File: config.mk
export PLATFORM = sky130hd
export DESIGN_NAME = intr_steer_ctrl
export DESIGN_NICKNAME = d
export VERILOG_FILES = /design/src/rtl/intr_steer_pkg.sv /design/src/rtl/intr_cfg_regs.sv /design/src/rtl/intr_route.sv /design/src/rtl/intr_rd_mux.sv /design/src/rtl/intr_steer_ctrl.sv
export SDC_FILE = /design/constraint.sdc
export NUM_CORES = 1
export LEC_CHECK = 0
export ABC_CLOCK_PERIOD_IN_PS = 1500
export BUFFER_PORTS_ARGS = -buffer_cell sky130_fd_sc_hd__buf_2
export CORE_MARGIN = 1.5
export CORE_UTILIZATION = 48
export DETAILED_ROUTE_END_ITERATION = 10
export PLACE_DENSITY = 0.77
export SKIP_CTS_REPAIR_TIMING = 1
export SYNTH_ARGS = -nofsm -noshare
export SYNTH_HDL_FRONTEND = slang
export SYNTH_SLANG_ARGS = --single-unit
export TNS_END_PERCENT = 20
File: constraint.sdc
create_clock -name clk -period 1.5 [get_ports clk]
set_input_delay 0.15 -clock clk [delete_from_list [all_inputs] [get_ports clk]]
set_output_delay 0.15 -clock clk [all_outputs]
set_load 0.02 [all_outputs]
File: src/rtl/intr_steer_pkg.sv
// Shared constants for the interrupt router: line count, bus address width
// and the word offsets of each register window.
package intr_steer_pkg;
    localparam int NSRC   = 32;
    localparam int ADDR_W = 4;

    localparam logic [ADDR_W-1:0] OFF_NSTAT = 4'd0;  // normal-class masked status
    localparam logic [ADDR_W-1:0] OFF_FSTAT = 4'd1;  // fast-class masked status
    localparam logic [ADDR_W-1:0] OFF_RAW   = 4'd2;  // unmasked line levels
    localparam logic [ADDR_W-1:0] OFF_SEL   = 4'd3;  // class select word
    localparam logic [ADDR_W-1:0] OFF_ESET  = 4'd4;  // enable set / mask readback
    localparam logic [ADDR_W-1:0] OFF_ECLR  = 4'd5;  // enable clear
    localparam logic [ADDR_W-1:0] OFF_LOCK  = 4'd8;  // write lock, bit 0
endpackage

File: src/rtl/intr_cfg_regs.sv
// Configuration state: enable mask, class select word and write lock.
// Assumes one access per cycle, with bus_wr qualifying bus_addr and bus_wdata.
// Enables change only through the set and clear windows. A locked,
// unprivileged write is dropped in full.
module intr_cfg_regs
    import intr_steer_pkg::*;
#(
    parameter int NS = NSRC,
    parameter int AW = ADDR_W
) (
    input  logic          clk,
    input  logic          rst_n,
    input  logic [AW-1:0] bus_addr,
    input  logic          bus_wr,
    input  logic [NS-1:0] bus_wdata,
    input  logic          bus_priv,
    output logic [NS-1:0] en_mask,
    output logic [NS-1:0] sel_mask,
    output logic          lock_on
);
    logic wr_ok;

    // Gate writes: a locked block accepts only privileged writes.
    always_comb wr_ok = bus_wr && (!lock_on || bus_priv);

    // Enable mask: set and clear windows, one bit per line.
    always_ff @(posedge clk) begin
        if (!rst_n) begin
            en_mask <= '0;
        end else if (wr_ok && bus_addr == OFF_ESET[AW-1:0]) begin
            en_mask <= en_mask | bus_wdata;
        end else if (wr_ok && bus_addr == OFF_ECLR[AW-1:0]) begin
            en_mask <= en_mask & ~bus_wdata;
        end
    end

    // Select word and lock bit: plain whole-word writes.
    always_ff @(posedge clk) begin
        if (!rst_n) begin
            sel_mask <= '0;
            lock_on  <= 1'b0;
        end else if (wr_ok) begin
            if (bus_addr == OFF_SEL[AW-1:0])  sel_mask <= bus_wdata;
            if (bus_addr == OFF_LOCK[AW-1:0]) lock_on  <= bus_wdata[0];
        end
    end

    a_r4_set_bits: assert property (@(posedge clk) disable iff (!rst_n)
        (bus_wr && (!lock_on || bus_priv) && bus_addr == OFF_ESET[AW-1:0])
        |=> ((en_mask & $past(bus_wdata)) == $past(bus_wdata)));

    a_r4_zero_bits_keep: assert property (@(posedge clk) disable iff (!rst_n)
        (bus_wr && bus_addr == OFF_ESET[AW-1:0])
        |=> ((en_mask & ~$past(bus_wdata)) == ($past(en_mask) & ~$past(bus_wdata))));

    a_r5_clear_bits: assert property (@(posedge clk) disable iff (!rst_n)
        (bus_wr && (!lock_on || bus_priv) && bus_addr == OFF_ECLR[AW-1:0])
        |=> ((en_mask & $past(bus_wdata)) == '0));

    a_r5_zero_bits_keep: assert property (@(posedge clk) disable iff (!rst_n)
        (bus_wr && bus_addr == OFF_ECLR[AW-1:0])
        |=> ((en_mask | $past(bus_wdata)) == ($past(en_mask) | $past(bus_wdata))));

    a_r7_locked_drop: assert property (@(posedge clk) disable iff (!rst_n)
        (bus_wr && lock_on && !bus_priv)
        |=> ($stable(en_mask) && $stable(sel_mask) && $stable(lock_on)));

    a_r8_status_write_inert: assert property (@(posedge clk) disable iff (!rst_n)
        (bus_wr && bus_addr <= OFF_RAW[AW-1:0])
        |=> ($stable(en_mask) && $stable(sel_mask) && $stable(lock_on)));
endmodule

File: src/rtl/intr_route.sv
// Per-line steering and masking, followed by the registered OR of each class.
// Assumes src_lvl is already synchronous to clk. Each line is steered to its
// class first and then gated by its enable bit.
module intr_route
    import intr_steer_pkg::*;
#(
    parameter int NS = NSRC
) (
    input  logic          clk,
    input  logic          rst_n,
    input  logic [NS-1:0] raw,
    input  logic [NS-1:0] en_mask,
    input  logic [NS-1:0] sel_mask,
    output logic [NS-1:0] nstat,
    output logic [NS-1:0] fstat,
    output logic          irq_o,
    output logic          fiq_o
);
    for (genvar i = 0; i < NS; i++) begin : g_line
        // Steer line i to one class, then apply its enable.
        always_comb begin
            nstat[i] = raw[i] & ~sel_mask[i] & en_mask[i];
            fstat[i] = raw[i] &  sel_mask[i] & en_mask[i];
        end
    end

    // Register the per-class request so the outputs are glitch-free.
    always_ff @(posedge clk) begin
        if (!rst_n) begin
            irq_o <= 1'b0;
            fiq_o <= 1'b0;
        end else begin
            irq_o <= |nstat;
            fiq_o <= |fstat;
        end
    end

    a_r2_classes_disjoint: assert property (@(posedge clk) disable iff (!rst_n)
        (nstat & fstat) == '0);

    a_r2_status_within_raw: assert property (@(posedge clk) disable iff (!rst_n)
        ((nstat | fstat) & ~(raw & en_mask)) == '0);

    a_r6_irq_follows: assert property (@(posedge clk) disable iff (!rst_n)
        1'b1 |=> (irq_o == ($past(raw & en_mask & ~sel_mask) != '0)));

    a_r6_fiq_follows: assert property (@(posedge clk) disable iff (!rst_n)
        1'b1 |=> (fiq_o == ($past(raw & en_mask & sel_mask) != '0)));
endmodule

File: src/rtl/intr_rd_mux.sv
// Read data selection by word offset. Unmapped offsets and the clear
// window read as zero. Purely combinational. Assumes bus_addr is valid
// whenever bus_rdata is sampled.
module intr_rd_mux
    import intr_steer_pkg::*;
#(
    parameter int NS = NSRC,
    parameter int AW = ADDR_W
) (
    input  logic [AW-1:0] bus_addr,
    input  logic [NS-1:0] raw,
    input  logic [NS-1:0] nstat,
    input  logic [NS-1:0] fstat,
    input  logic [NS-1:0] en_mask,
    input  logic [NS-1:0] sel_mask,
    input  logic          lock_on,
    output logic [NS-1:0] bus_rdata
);
    // Pick the register image that the offset names.
    always_comb begin
        bus_rdata = '0;
        case (bus_addr)
            OFF_NSTAT[AW-1:0]: bus_rdata = nstat;
            OFF_FSTAT[AW-1:0]: bus_rdata = fstat;
            OFF_RAW[AW-1:0]:   bus_rdata = raw;
            OFF_SEL[AW-1:0]:   bus_rdata = sel_mask;
            OFF_ESET[AW-1:0]:  bus_rdata = en_mask;
            OFF_LOCK[AW-1:0]:  bus_rdata = {{(NS-1){1'b0}}, lock_on};
            default:           bus_rdata = '0;
        endcase
    end
endmodule

File: src/rtl/intr_steer_ctrl.sv
// Top of the interrupt router: configuration registers, per-line steering
// and the read mux. Assumes synchronous inputs and one bus access per cycle.
module intr_steer_ctrl
    import intr_steer_pkg::*;
#(
    parameter int NS = NSRC,
    parameter int AW = ADDR_W
) (
    input  logic          clk,
    input  logic          rst_n,
    input  logic [NS-1:0] src_lvl,
    input  logic [AW-1:0] bus_addr,
    input  logic          bus_wr,
    input  logic [NS-1:0] bus_wdata,
    input  logic          bus_priv,
    output logic [NS-1:0] bus_rdata,
    output logic          irq_o,
    output logic          fiq_o
);
    logic [NS-1:0] en_mask, sel_mask, nstat, fstat;
    logic          lock_on;

    intr_cfg_regs #(.NS(NS), .AW(AW)) u_cfg (
        .clk(clk), .rst_n(rst_n), .bus_addr(bus_addr), .bus_wr(bus_wr),
        .bus_wdata(bus_wdata), .bus_priv(bus_priv),
        .en_mask(en_mask), .sel_mask(sel_mask), .lock_on(lock_on)
    );

    intr_route #(.NS(NS)) u_route (
        .clk(clk), .rst_n(rst_n), .raw(src_lvl), .en_mask(en_mask),
        .sel_mask(sel_mask), .nstat(nstat), .fstat(fstat),
        .irq_o(irq_o), .fiq_o(fiq_o)
    );

    intr_rd_mux #(.NS(NS), .AW(AW)) u_rd (
        .bus_addr(bus_addr), .raw(src_lvl), .nstat(nstat), .fstat(fstat),
        .en_mask(en_mask), .sel_mask(sel_mask), .lock_on(lock_on),
        .bus_rdata(bus_rdata)
    );

    a_r9_idle_after_reset: assert property (@(posedge clk)
        $rose(rst_n) |-> (!irq_o && !fiq_o));
endmodule

==> results.txt, run 1 <==
Final Util -> 64.9%
Routed WL per cell -> 18.9 um
Sw power -> 1100 uW
Clock root buffer -> clkbuf_8
Async set-reset flop share out of synthesis -> 0%
Area share of the largest cell type after synthesis -> 33.2%
Max_cap viols -> 0
Fin crit share -> 119%
Post-synth top area cell -> dfxtp_1
Worst EP arrival -> 1.63 ns
Top post-synthesis cells by area -> dfxtp_1 33%, a21oi_1 12%, nand2_1 8.4%, mux2i_1 7.7%, a311oi_1 6.9%
Vias in the first global route -> 4292
Critical path type -> input port to output port
Number of fill cells -> 715
Max Slew Vio Count -> 0
Failing checks -> negative setup slack
DR pass1 iterations -> 6
Power share of the clock group -> 37.6%
Chip height -> 94.7 um
Rel. slew slack -> 71.7%
Core area -> 8180 um2
Post-Syn Nets -> 612
Initial antenna violation count -> 0
CTS tree -> yes
Post-route ant nets -> 0
Final setup viols -> 32
Sequential-to-total area share from yosys stat -> 33.2%
Outcome -> finished, violations left
WHS -> 0.00923 ns
Most common cell after layout, fill and taps aside -> a21oi_1
Yosys Warn Count -> 0
CTS sink cnt -> 67
Final wirelength -> 14200 um
Post-Syn Instances -> 540
IO Pins -> 106
Crit start category -> input port
Final Worst Setup Slack -> -0.282 ns
GP Congestion -> 0.882
Vias -> 4730
Post-synth EDFFs -> 0
Synth Flop Type -> dfxtp_1
Port Buffers -> 105
Overflow after GRT -> 0
Fraction of layout cells with a size suffix above 1 -> 29.1%
Power Density -> 738 nW/um2
Die Area -> 8970 um2
DRC errors left -> 0
First-pass GRT wire length -> 21500 um
Internal power -> 2820 uW
Post-Route Skew -> 0.00542 ns
Largest net degree at the start of global routing -> 68
Worst slew pin tran -> 0.418 ns
Gr usage total -> 31.0%
# rows -> 33
N_diodes -> 0
Synthesized area -> 4040 um2
Starting Density -> 49.4%
Average vias per placed instance -> 6.31
Crit path capture type -> output port
Die W -> 94.7 um
Maximum clock path buffer count -> 2
Fin nets -> 713
Area delta synth->final -> 31.5%
Sequential power share -> 47.3%
CP Data Required Time -> 1.35 ns
Synth cell types -> 34
RSZ-0062 raised after global routing -> yes
Leakage Power -> 0.00180 uW
Crit path max fanout -> 8
Switching share of total power -> 28.1%
CTS HTree Levels -> 3
Fmax -> 561 MHz
Most frequent cells in the layout -> 94 x a21oi_1, 90 x nand2_1, 75 x buf_2
Combinational power share -> 15.1%
Drt initial violations -> 539
HP Class -> input port to flop
CTS buffer count -> 9
Worst VDD drop -> 0.608 mV
Mapped Avg Cell Area -> 7.47 um2
#FFs+latches synth -> 67
Fin. Hold Viols -> 0
Clk_lat worst skew -> 0.35 ns
DP Wirelength -> 9320 um
Clk slew on worst S/H paths -> 0.08 ns
Final min period -> 1.78 ns
-- worst paths after layout --
kind                                                     start                              to  slack [ns]  depth (start not counted)
worst max-delay path                               bus_addr[3]                   bus_rdata[17]       -0.28                          7
worst min-delay path                              bus_wdata[6]                            flop       0.009                          2
worst max register to register      u_cfg.lock_on$_SDFFE_PN0P_                            flop        0.11                          5
worst min register to register  u_cfg.sel_mask[6]$_SDFFE_PN0P_  u_cfg.sel_mask[6]$_SDFFE_PN0P_        0.52                          2
-- metal layers --
layer	vias up	wire (um)	GRT usage (%)	share of wire [%]
met1	2170	5780	41.9	41
met2	301	6490	48.6	46
met5	-	0	0	0
met4	0	462	12.6	3.3
met3	47	1470	5.88	10
li1	2212	-	-	-
-- per-stage QoR --
stage / worst slack, ns / cell area (um2) / std cells / setup TNS, ns / total power (uW)
after floorplan: -0.0388 / 4160 / 540 / -0.821 / 2150
after global placement: -0.228 / 4900 / 732 / -6.15 / 2420
after detailed placement: -0.263 / 4900 / 732 / -8.14 / 2430
after CTS: -0.280 / 5080 / 747 / -7.08 / 3870
after global routing: -0.336 / 5310 / 750 / -8.97 / 4060
final: -0.282 / 5310 / 750 / -7.13 / 3920
-- power groups by stage --
stage,Sequential (uW),Clock (uW),Combinational [uW]
after global routing,1860,1570,636
final,1850,1470,593
after CTS,1850,1480,545
after detailed placement,1890,0,543
after global placement,1890,0,528
after floorplan,1880,0,261
-- layout make-up --
class	count	area (um2)	share of cell area, %
inverter	32	120	2.26
timing repair buffer	133	1030	19.4
sequential	67	1340	25.3
clock inverter	4	51.3	0.967
multi-input combinational	398	2500	47.1
clock buffer	11	131	2.48
tap	105	131	2.48
-- cell families (layout without fill, tap and decap cells) --
family                 count (synthesis)  count (layout)  synth area share, %
AO/OA/AOI/OAI                        209             209                 31.7
multiplexers                          32              32                 7.97
AND/OR/NAND/NOR                      157             157                 18.6
buffers and inverters                 75             180                 8.52
flip-flops                            67              67                 33.2
-- critical path: stages --
cell and delay (ns):
buf_6 0.10, or4b_4 0.61, buf_12 0.19, mux2i_2 0.15
a21oi_2 0.08, o21ai_2 0.20, buf_6 0.15
-- synthesized netlist by cell type (2+ instances only) --
cell,count
a21oi_1,96
a22oi_1,31
a311oi_1,32
and3_1,2
buf_2,17
buf_6,5
clkbuf_1,20
dfxtp_1,67
inv_1,32
mux2i_1,31
nand2_1,90
nand3_1,34
nand3b_1,8
nand4_1,8
nor3_1,2
nor4_1,4
nor4b_1,2
o2111ai_1,2
o21ai_1,31
o22ai_1,12
(Power assumes the default switching activity.)
==> run 2: changes to the inputs <==
--- a/config.mk
+++ b/config.mk
@@ -5,13 +5,15 @@
 export SDC_FILE = /design/constraint.sdc
 export NUM_CORES = 1
 export LEC_CHECK = 0
-export ABC_CLOCK_PERIOD_IN_PS = 1500
+export ABC_CLOCK_PERIOD_IN_PS = 2000
 export BUFFER_PORTS_ARGS = -buffer_cell sky130_fd_sc_hd__buf_2
 export CORE_MARGIN = 1.5
-export CORE_UTILIZATION = 48
+export CORE_UTILIZATION = 50
 export DETAILED_ROUTE_END_ITERATION = 10
-export PLACE_DENSITY = 0.77
+export HOLD_SLACK_MARGIN = 0.08
+export PLACE_DENSITY = 0.76
 export SKIP_CTS_REPAIR_TIMING = 1
+export SKIP_LAST_GASP = 1
 export SYNTH_ARGS = -nofsm -noshare
 export SYNTH_HDL_FRONTEND = slang
 export SYNTH_SLANG_ARGS = --single-unit
==> constraint.sdc (replaced) <==
create_clock -name clk -period 2 [get_ports clk]
set_input_delay 0.2 -clock clk [delete_from_list [all_inputs] [get_ports clk]]
set_output_delay 0.2 -clock clk [all_outputs]
set_load 0.02 [all_outputs]
==> run 2 against run 1 <==
Against the previous run: the flow now finishes without violations; first-iteration DRC count decreased by 20%; register-to-register slack improved by 0.41 ns; sequential cell count unchanged; clock skew increased by 0.0038 ns; core utilization decreased by 1.1 points; critical path depth decreased by 1; combinational power decreased by 34%; global-route usage decreased by 1.3 points; sequential share of layout area increased by 1.8 points.
==> results.txt, run 2 (synthesis results as in run 1) <==
Post-place instance area -> 4670 um2 (-4.6%)
CTS sink cnt -> 67 (unchanged)
Die W -> 92.9 um (-2.0%)
Final min period -> 1.91 ns
Maximum clock path buffer count -> 2 (unchanged)
WHS -> 0.0722 ns (+0.0630 ns)
Crit path capture -> bus_rdata[0]
Met2 GRT Util -> 47.6% (-0.94 points)
Core area -> 7770 um2 (-5.0%)
Chip height -> 92.9 um (-2.0%)
Gr usage total -> 29.8% (-1.3 points)
Fmax -> 522 MHz
Crit start category -> input port
Most frequent cells in the layout -> 104 x buf_2, 96 x a21oi_1, 90 x nand2_1
Vias -> 4585 (-3.1%)
DRC errors left -> 0 (unchanged)
Crit path max fanout -> 16 (+8)
Clk_lat worst skew -> 0.34 ns (about the same)
Fraction of layout cells with a size suffix above 1 -> 22.5% (-6.6 points)
Crit path capture type -> output port
Average vias per placed instance -> 6.15 (-2.5%)
Final setup viols -> 0 (-100%)
# rows -> 32 (-3.0%)
Clk slew on worst S/H paths -> 0.07 ns (about the same)
GRT met3 Usage -> 5.01% (-0.87 points)
Port Buffers -> 105 (unchanged)
Total Power -> 3000 uW (-23%)
Power Density -> 605 nW/um2 (-18%)
Post-route ant nets -> 0 (unchanged)
Design area -> 4960 um2 (-6.6%)
Starting Density -> 52.0% (+2.6 points)
Top Usage Layer GRT -> met2
N_diodes -> 0 (unchanged)
Most common cell after layout, fill and taps aside -> buf_2
Worst VDD drop -> 0.394 mV (-35%)
R2R Setup Slk -> 0.52 ns (+0.41 ns)
Max Slew Vio Count -> 0 (unchanged)
GR Util met1 -> 40.3% (-1.5 points)
Outcome -> completed
Setup TNS Final -> 0 ns (+7.13 ns)
Overflow after GRT -> 0 (unchanged)
Vias in the first global route -> 4157 (-3.1%)
Fin crit share -> 95.7%
Final wirelength -> 12700 um (-10%)
CTS tree -> yes
Max_cap viols -> 0 (unchanged)
DP Wirelength -> 8640 um (-7.2%)
Post-Route Skew -> 0.00920 ns (+0.00378 ns)
Worst slew pin tran -> 0.471 ns (+0.0525 ns)
Cells on worst reg2reg path -> 5 (unchanged)
Routed WL per cell -> 17.1 um (-9.9%)
Final Util -> 63.8% (-1.1 points)
CP Data Required Time -> 1.80 ns (+0.45 ns)
CTS HTree Levels -> 3 (unchanged)
Worst setup path startpoint -> bus_addr[1]
Clock root buffer -> clkbuf_8
Largest net degree at the start of global routing -> 65 (-4.4%)
CTS buffer count -> 9 (unchanged)
Area delta synth->final -> 22.8%
Critical path type -> input port to output port
Number of fill cells -> 724 (+1.3%)
Die Area -> 8620 um2 (-3.9%)
IO Pins -> 106 (unchanged)
DR pass1 iterations -> 5 (-1)
HP Class -> input port to flop
GP Congestion -> 0.869 (-1.5%)
Leakage Power -> 0.00169 uW (-6.5%)
Rel. slew slack -> 68.6% (-3.1 points)
Fin. Hold Viols -> 0 (unchanged)
Drt initial violations -> 430 (-20%)
Fin nets -> 711 (-0.28%)
Initial antenna violation count -> 0 (unchanged)
First-pass GRT wire length -> 20300 um (-5.6%)
RR Startpoint -> u_cfg.lock_on$_SDFFE_PN0P_
RSZ-0062 raised after global routing -> yes
Worst EP arrival -> 1.71 ns (+0.08 ns)
[run 2: cell count changes in the layout (fill, tap and decap cells not counted), sizes merged]
cell,delta
clkbuf,-3
buf,-7
bufinv,+1
inv,-1
clkinvlp,-1
dlygate4sd3,+7
clkinv,+3
[run 2: final cells by class]
class,count,area [um2],area share (%)
Multi-Input combinational cell,398,2370,47.7
Sequential cell,67,1340,27.1
Timing Repair Buffer,131,795,16.0
Clock buffer,10,128,2.57
Tap cell,102,128,2.57
Inverter,32,120,2.42
Clock inverter,6,80.1,1.61
[run 2: how the worst min path moves through the flow]
stage / startpoint / end / slack, ns / depth (start not counted)
floorplan: bus_wdata[14] / flop / 0.31 / 1
CTS: bus_wdata[16] / flop / 0.07 / 2
global placement: bus_wdata[1] / flop / 0.43 / 2
detailed placement: bus_wdata[6] / flop / 0.43 / 2
finish: bus_wdata[13] / flop / 0.07 / 2
global route: bus_wdata[13] / flop / 0.08 / 2
[run 2: routing by layer]
layer	up-vias	share of wire [%]
li1	2208	-
met1	2129	44
met2	218	46
met3	30	7.6
met4	0	2.6
met5	-	0
[run 2: critical path, cell delays in order]
cell and delay [ns]:
buf_2 0.11, or4b_1 0.56, buf_4 0.23, mux2_2 0.28, o21ai_1 0.15, buf_2 0.19
[run 2: power by group]
| part | total (uW) | internal (uW) | switching, uW |
|---|---|---|---|
| clock network | 1220 | 694 | 525 |
| logic | 394 | 158 | 236 |
| registers | 1390 | 1360 | 28.0 |
| total | 3000 | 2210 | 789 |
[run 2: per-stage QoR]
step,std cells,setup slack [ns]
global route,746,-0.00847
detailed placement,723,0.0863
CTS,739,0.0985
finish,746,0.0854
floorplan,540,0.161
global placement,723,0.104
